[src/rtl/llsc_pkg.sv]
package llsc_pkg;

    typedef enum logic [1:0] {
        OP_LL = 2'b00,
        OP_SC = 2'b01,
        OP_WR = 2'b10,
        OP_RD = 2'b11
    } op_kind_e;

    typedef struct packed {
        logic valid;
        logic ok;
        logic locked;
    } rsp_t;

    function automatic logic kind_clears(op_kind_e k);
        return (k == OP_SC) || (k == OP_WR);
    endfunction

endpackage

[src/rtl/llsc_tag_cam.sv]
module llsc_tag_cam #(
    parameter int ENTRIES = 4,
    parameter int LINE_W  = 10
) (
    input  logic [ENTRIES-1:0][LINE_W-1:0] tags,
    input  logic [ENTRIES-1:0]             valid,
    input  logic [LINE_W-1:0]              line,
    output logic [ENTRIES-1:0]             match
);
    for (genvar g = 0; g < ENTRIES; g++) begin : g_cmp
        assign match[g] = valid[g] && (tags[g] == line);
    end
endmodule

[src/rtl/llsc_age_order.sv]
module llsc_age_order #(
    parameter int ENTRIES = 4
) (
    input  logic               clk,
    input  logic               rst,
    input  logic [ENTRIES-1:0] alloc,
    input  logic [ENTRIES-1:0] valid,
    output logic [ENTRIES-1:0] oldest
);
    // older_q[i][j] = 1 : slot i was allocated before slot j
    logic [ENTRIES-1:0][ENTRIES-1:0] older_q;

    always_ff @(posedge clk) begin
        if (rst) begin
            older_q <= '0;
        end else begin
            for (int i = 0; i < ENTRIES; i++) begin
                for (int j = 0; j < ENTRIES; j++) begin
                    if (alloc[i])
                        older_q[i][j] <= 1'b0;
                    else if (alloc[j] && (i != j))
                        older_q[i][j] <= 1'b1;
                end
            end
        end
    end

    for (genvar i = 0; i < ENTRIES; i++) begin : g_old
        localparam logic [ENTRIES-1:0] SELF = {{(ENTRIES-1){1'b0}}, 1'b1} << i;
        assign oldest[i] = valid[i] && (&(older_q[i] | ~valid | SELF));
    end
endmodule

[src/rtl/llsc_slot_alloc.sv]
module llsc_slot_alloc #(
    parameter int ENTRIES = 4
) (
    input  logic               want,
    input  logic [ENTRIES-1:0] valid,
    input  logic [ENTRIES-1:0] oldest,
    output logic [ENTRIES-1:0] alloc
);
    logic [ENTRIES-1:0] free_vec;
    logic [ENTRIES-1:0] first_free;

    assign free_vec   = ~valid;
    assign first_free = free_vec & (~free_vec + ENTRIES'(1));

    always_comb begin
        alloc = '0;
        if (want)
            alloc = (|free_vec) ? first_free : oldest;
    end
endmodule

[src/rtl/llsc_monitor.sv]
module llsc_monitor
    import llsc_pkg::*;
#(
    parameter int ENTRIES = 4,
    parameter int LINE_W  = 10
) (
    input  logic              clk,
    input  logic              rst,
    input  logic              bypass,
    input  logic              op_valid,
    input  logic [1:0]        op_kind,
    input  logic [LINE_W-1:0] op_line,
    input  logic              op_hit,
    input  logic              inv_valid,
    input  logic [LINE_W-1:0] inv_line,
    output logic              rsp_valid,
    output logic              rsp_ok,
    output logic              rsp_locked
);
    logic [ENTRIES-1:0][LINE_W-1:0] tag_q;
    logic [ENTRIES-1:0]             valid_q;
    logic [ENTRIES-1:0]             inv_match, inv_clr, valid_mid;
    logic [ENTRIES-1:0]             op_match, clr_vec, alloc_vec, oldest, valid_d;
    logic                           matched, active, want_alloc;
    op_kind_e                       kind;
    rsp_t                           rsp_d, rsp_q;

    // invalidation is applied before the operation
    llsc_tag_cam #(.ENTRIES(ENTRIES), .LINE_W(LINE_W)) inv_cam_i (
        .tags(tag_q), .valid(valid_q), .line(inv_line), .match(inv_match)
    );
    assign inv_clr   = inv_valid ? inv_match : '0;
    assign valid_mid = valid_q & ~inv_clr;

    llsc_tag_cam #(.ENTRIES(ENTRIES), .LINE_W(LINE_W)) op_cam_i (
        .tags(tag_q), .valid(valid_mid), .line(op_line), .match(op_match)
    );

    assign kind       = op_kind_e'(op_kind);
    assign matched    = |op_match;
    assign active     = op_valid && !bypass && op_hit;
    assign want_alloc = active && (kind == OP_LL) && !matched;
    assign clr_vec    = (active && kind_clears(kind)) ? op_match : '0;

    llsc_age_order #(.ENTRIES(ENTRIES)) age_i (
        .clk(clk), .rst(rst), .alloc(alloc_vec), .valid(valid_mid), .oldest(oldest)
    );

    llsc_slot_alloc #(.ENTRIES(ENTRIES)) alloc_i (
        .want(want_alloc), .valid(valid_mid), .oldest(oldest), .alloc(alloc_vec)
    );

    assign valid_d = (valid_mid & ~clr_vec) | alloc_vec;

    always_comb begin
        rsp_d.valid  = op_valid;
        rsp_d.ok     = !(active && (kind == OP_SC) && !matched);
        rsp_d.locked = matched;
        if (active) begin
            if (kind == OP_LL)
                rsp_d.locked = 1'b1;
            else if (kind_clears(kind))
                rsp_d.locked = 1'b0;
        end
    end

    always_ff @(posedge clk) begin
        if (rst) begin
            valid_q <= '0;
            tag_q   <= '0;
            rsp_q   <= '0;
        end else begin
            valid_q <= valid_d;
            rsp_q   <= rsp_d;
            for (int i = 0; i < ENTRIES; i++)
                if (alloc_vec[i])
                    tag_q[i] <= op_line;
        end
    end

    assign rsp_valid  = rsp_q.valid;
    assign rsp_ok     = rsp_q.ok;
    assign rsp_locked = rsp_q.locked;
endmodule

[config.mk]
export PLATFORM = sky130hd
export DESIGN_NAME = llsc_monitor
export DESIGN_NICKNAME = d
export VERILOG_FILES = /design/src/rtl/llsc_pkg.sv /design/src/rtl/llsc_tag_cam.sv /design/src/rtl/llsc_age_order.sv /design/src/rtl/llsc_slot_alloc.sv /design/src/rtl/llsc_monitor.sv
export SDC_FILE = /design/constraint.sdc
export NUM_CORES = 1
export LEC_CHECK = 0
export ABC_CLOCK_PERIOD_IN_PS = 6500
export BUFFER_PORTS_ARGS = -buffer_cell sky130_fd_sc_hd__buf_4
export CORE_UTILIZATION = 40
export CTS_BUF_LIST = sky130_fd_sc_hd__clkbuf_4 sky130_fd_sc_hd__clkbuf_8 sky130_fd_sc_hd__clkbuf_16
export DETAILED_ROUTE_END_ITERATION = 12
export RECOVER_POWER = 50
export SYNTH_ARGS = -nofsm -noshare
export SYNTH_HDL_FRONTEND = slang
export SYNTH_SLANG_ARGS = --single-unit
export TNS_END_PERCENT = 100
[constraint.sdc]
create_clock -name clk -period 6.5 [get_ports clk]
set_clock_uncertainty 0.05 [all_clocks]
set_input_delay 0.975 -clock clk [delete_from_list [all_inputs] [get_ports clk]]
set_output_delay 0.975 -clock clk [all_outputs]
set_load 0.005 [all_outputs]
==> flow_metrics.env <==
export IMPL_status="complete, no violations"
export IMPL_num_io_pins=31
export IMPL_crit_chain="clkbuf_1, xnor2_1, nand4_1, o31ai_1, o32ai_2, a221oi_1, nand3_1, o211a_1"
export IMPL_max_freq_ghz=0.206
export IMPL_r2r_end="age_i.older_q[6]$_SDFFE_PP0P_"
export IMPL_crit_buf_inv=1
export IMPL_finish_utilization_pct=46.3
export IMPL_crit_start="inv_line[2]"
export IMPL_ir_worst_vdd_mv=0.122
export IMPL_netlist_instances=351
export IMPL_grt_pass1_vias=2319
export IMPL_start_kind="input port"
export IMPL_grt_start_max_net_pins=59
export IMPL_cts_resized=0
export IMPL_vias=2388
export IMPL_insertion_delay_ps=350
export IMPL_numPortBuffers=30
export IMPL_fin_nets=390
export IMPL_power_density_nw_per_um2=225
export IMPL_place_congestion=0.898
export IMPL_route_detailed_drc=0
export IMPL_antenna_found_initial=0
export IMPL_yosys_warnings=0
export IMPL_clockBufferDepth=2
export IMPL_die_h_um=93.2
export IMPL_async_reset_ff_share_pct=0
export IMPL_hold_path_depth=2
export IMPL_required_ps=6690
export IMPL_ctsHoldBuffers=0
export IMPL_final_area_um2=3650
export IMPL_hp_start="age_i.older_q[3]$_SDFFE_PP0P_"
export IMPL_yosysSeqAreaShare_pct=35.5
export IMPL_syn_mean_instance_area_um2=9.47
export IMPL_clock_sinks=59
export IMPL_rows=32
export IMPL_finalCriticalPeriod_ps=4860
export IMPL_rsz0062_at_grt="no"
export IMPL_synth_cell_type_count=40
export IMPL_cts_max_level=3
export IMPL_finalSetupViolCount=0
export IMPL_drt_iter0_drc=148
export IMPL_hp_class="reg -> reg"
export IMPL_grt_pass1_wl_mm=12.3
export IMPL_route_met3_wl_um=385
export IMPL_wl_per_cell_um=16.7
export IMPL_cts_root_buf="clkbuf_8"
export IMPL_cp_slowest_cell="nand3_1"
export IMPL_hold_end="age_i.older_q[3]$_SDFFE_PP0P_"
export IMPL_drv_slew=0
export IMPL_firstDrtPassIters=4
export IMPL_dr_wl_met2_mm=3.35
export IMPL_areaGrowthSynthToFinish_pct=9.94
export IMPL_end_kind="register"
export IMPL_syn_area_um2=3320
export IMPL_cts_tree="done"
export IMPL_n_antenna_cell=0
export IMPL_worst_pin_slew_ps=1320
export IMPL_hold_viol_final=0
export IMPL_finalCritPeriodShare_pct=74.8
export IMPL_layout_drive_gt1_share_pct=13.4
export IMPL_synth_edf_count=0
export IMPL_wl_met1_mm=3.94
export IMPL_post_dp_hpwl_mm=5.66
export IMPL_synthesis_nets=381
export IMPL_ant_nets=0
export IMPL_wl_mm=7.79
export IMPL_synth_ff_type="dfxtp_1"
export IMPL_track_usage_pct=19.2
export IMPL_die_area_um2=8680
export IMPL_regToRegStartpoint="tag_q[32]$_SDFFE_PP0P_"
export IMPL_top_layer_used="met4"
export IMPL_cp_max_fo=14
export IMPL_place_area_um2=3480
export IMPL_p_leak_nw=1.52
export IMPL_clkTransAtPathRegs_ps=60
export IMPL_critical_path_class="in -> reg"
export IMPL_maxSlewHeadroom_pct=12.0
export IMPL_cp_arrival_ps=5050
export IMPL_synth_area_top_cells="dfxtp_1 (36%), xnor2_1 (17%), mux2i_1 (12%), nand2_1 (6.2%), xor2_1 (4.2%)"
export IMPL_numCtsBuffers=9
export IMPL_setup_tns_ps=0
export IMPL_start_util_pct=42.1
export IMPL_synthDominantCellAreaShare_pct=35.5
export IMPL_avgViaCountPerCell=5.11
export IMPL_cts_setup_buffers=0
export IMPL_slowest_delay_ps=1070
export IMPL_die_w_um=93.2
export IMPL_grt_ovfl_total=0
export IMPL_synth_top_area_cell="dfxtp_1"
export IMPL_r2r_setup_slack_ps=2080
export IMPL_reg2regPathDepth=7
export IMPL_drv_cap=0
export IMPL_synth_seq_cells=59
export IMPL_path_delay_family="compound AO/OA/AOI/OAI gates"
export IMPL_core_region_area_um2=7890
## area by class of cell
type / instances / area [µm²]
Fill cell: 784 / 4230
Sequential cell: 59 / 1180
Tap cell: 102 / 128
Inverter: 4 / 15.0
Clock buffer: 11 / 151
Clock inverter: 5 / 75.1
Multi-Input combinational cell: 255 / 1880
Timing Repair Buffer: 31 / 225
## worst max-delay path by stage
stage | end | slack, ps | cells after the start
after floorplan | tag_q[3]$_SDFFE_PP0P_ | 3610 | 10
after global placement | tag_q[3]$_SDFFE_PP0P_ | 2360 | 8
after detailed placement | tag_q[6]$_SDFFE_PP0P_ | 2300 | 8
after CTS | tag_q[6]$_SDFFE_PP0P_ | 2680 | 8
after global routing | age_i.older_q[6]$_SDFFE_PP0P_ | 1340 | 8
final | age_i.older_q[6]$_SDFFE_PP0P_ | 1640 | 8
## cells by family (layout without fill, tap and decap cells)
family	after synthesis	count (layout)	share of synthesized area (%)
and+or+nand+nor	100	100	15.0
xor gates and xnor gates	80	80	21.1
DFF	59	59	35.5
muxes	40	40	12.0
buffers and inverters	37	51	6.59
AOI/OAI and AO/OA	33	33	9.03
adders and majority gates	2	2	0.753
## worst register-to-register path, stage by stage, from the launching register on
cell      delay (ps)
dfxtp_1          350
xnor2_1          290
nand4_1          170
o31ai_1          740
o32ai_2          190
a221oi_1        1040
nand3_1         1070
o211a_1          410
## synth_stat cells (2+ instances only)
cell / instances
a21oi_1: 4
a31oi_1: 5
and3b_1: 2
buf_1: 2
buf_2: 7
buf_6: 9
clkbuf_1: 14
dfxtp_1: 59
ha_1: 2
inv_1: 4
mux2i_1: 40
nand2_1: 55
nand3_1: 6
nand3_4: 2
nand4_1: 14
nor2_1: 5
nor3_1: 5
nor4_1: 5
o211a_1: 7
o21a_1: 2
o31a_1: 2
o31ai_1: 3
o31ai_4: 2
xnor2_1: 64
xor2_1: 16
## registers in the layout (all words and copies together) (netlist names)
signal         cells
rsp_valid          1
valid_q            4
rsp_ok             1
tag_q             40
rsp_locked         1
age_i.older_q     12
## cells in the final DEF, fill, tap and decap left out, types with 3 or more instances in the layout
cell type,netlist,final
a31oi_1,5,5
a21oi_1,4,4
xor2_1,16,16
clkbuf_8,0,11
nand4_1,14,14
clkinv_2,0,3
nor3_1,5,5
nand2_1,55,55
buf_4,1,26
nor4_1,5,5
inv_1,4,4
o211a_1,7,7
nand3_1,6,8
nor2_1,5,5
mux2i_1,40,40
dfxtp_1,59,59
o31ai_1,3,4
clkbuf_4,0,3
xnor2_1,64,64
## power breakdown
group	total, W	internal [W]	leakage, nW	switching [W]
Sequential	0.000365	0.000364	0.476	0.00000140
Clock	0.000384	0.000235	0.119	0.000149
Combinational	0.0000734	0.0000326	0.920	0.0000408
Total	0.000822	0.000631	1.52	0.000191
## through the flow
stage | instances | hold WS (ps) | setup WS [ps] | total power, W
floorplan | 351 | 382 | 3610 | 0.000426
global placement | 451 | 397 | 2360 | 0.000448
detailed placement | 451 | 402 | 2300 | 0.000447
CTS | 467 | 414 | 2680 | 0.000832
global route | 467 | 451 | 1340 | 0.000848
finish | 467 | 414 | 1640 | 0.000822
## per-layer routing
metal | vias to the layer above | track usage [%]
met4 | 0 | 7.44
met3 | 13 | 5.28
li1 | 1206 | -
met5 | - | 0
met2 | 56 | 28.4
met1 | 1113 | 26.2
(Power assumes the default switching activity.)
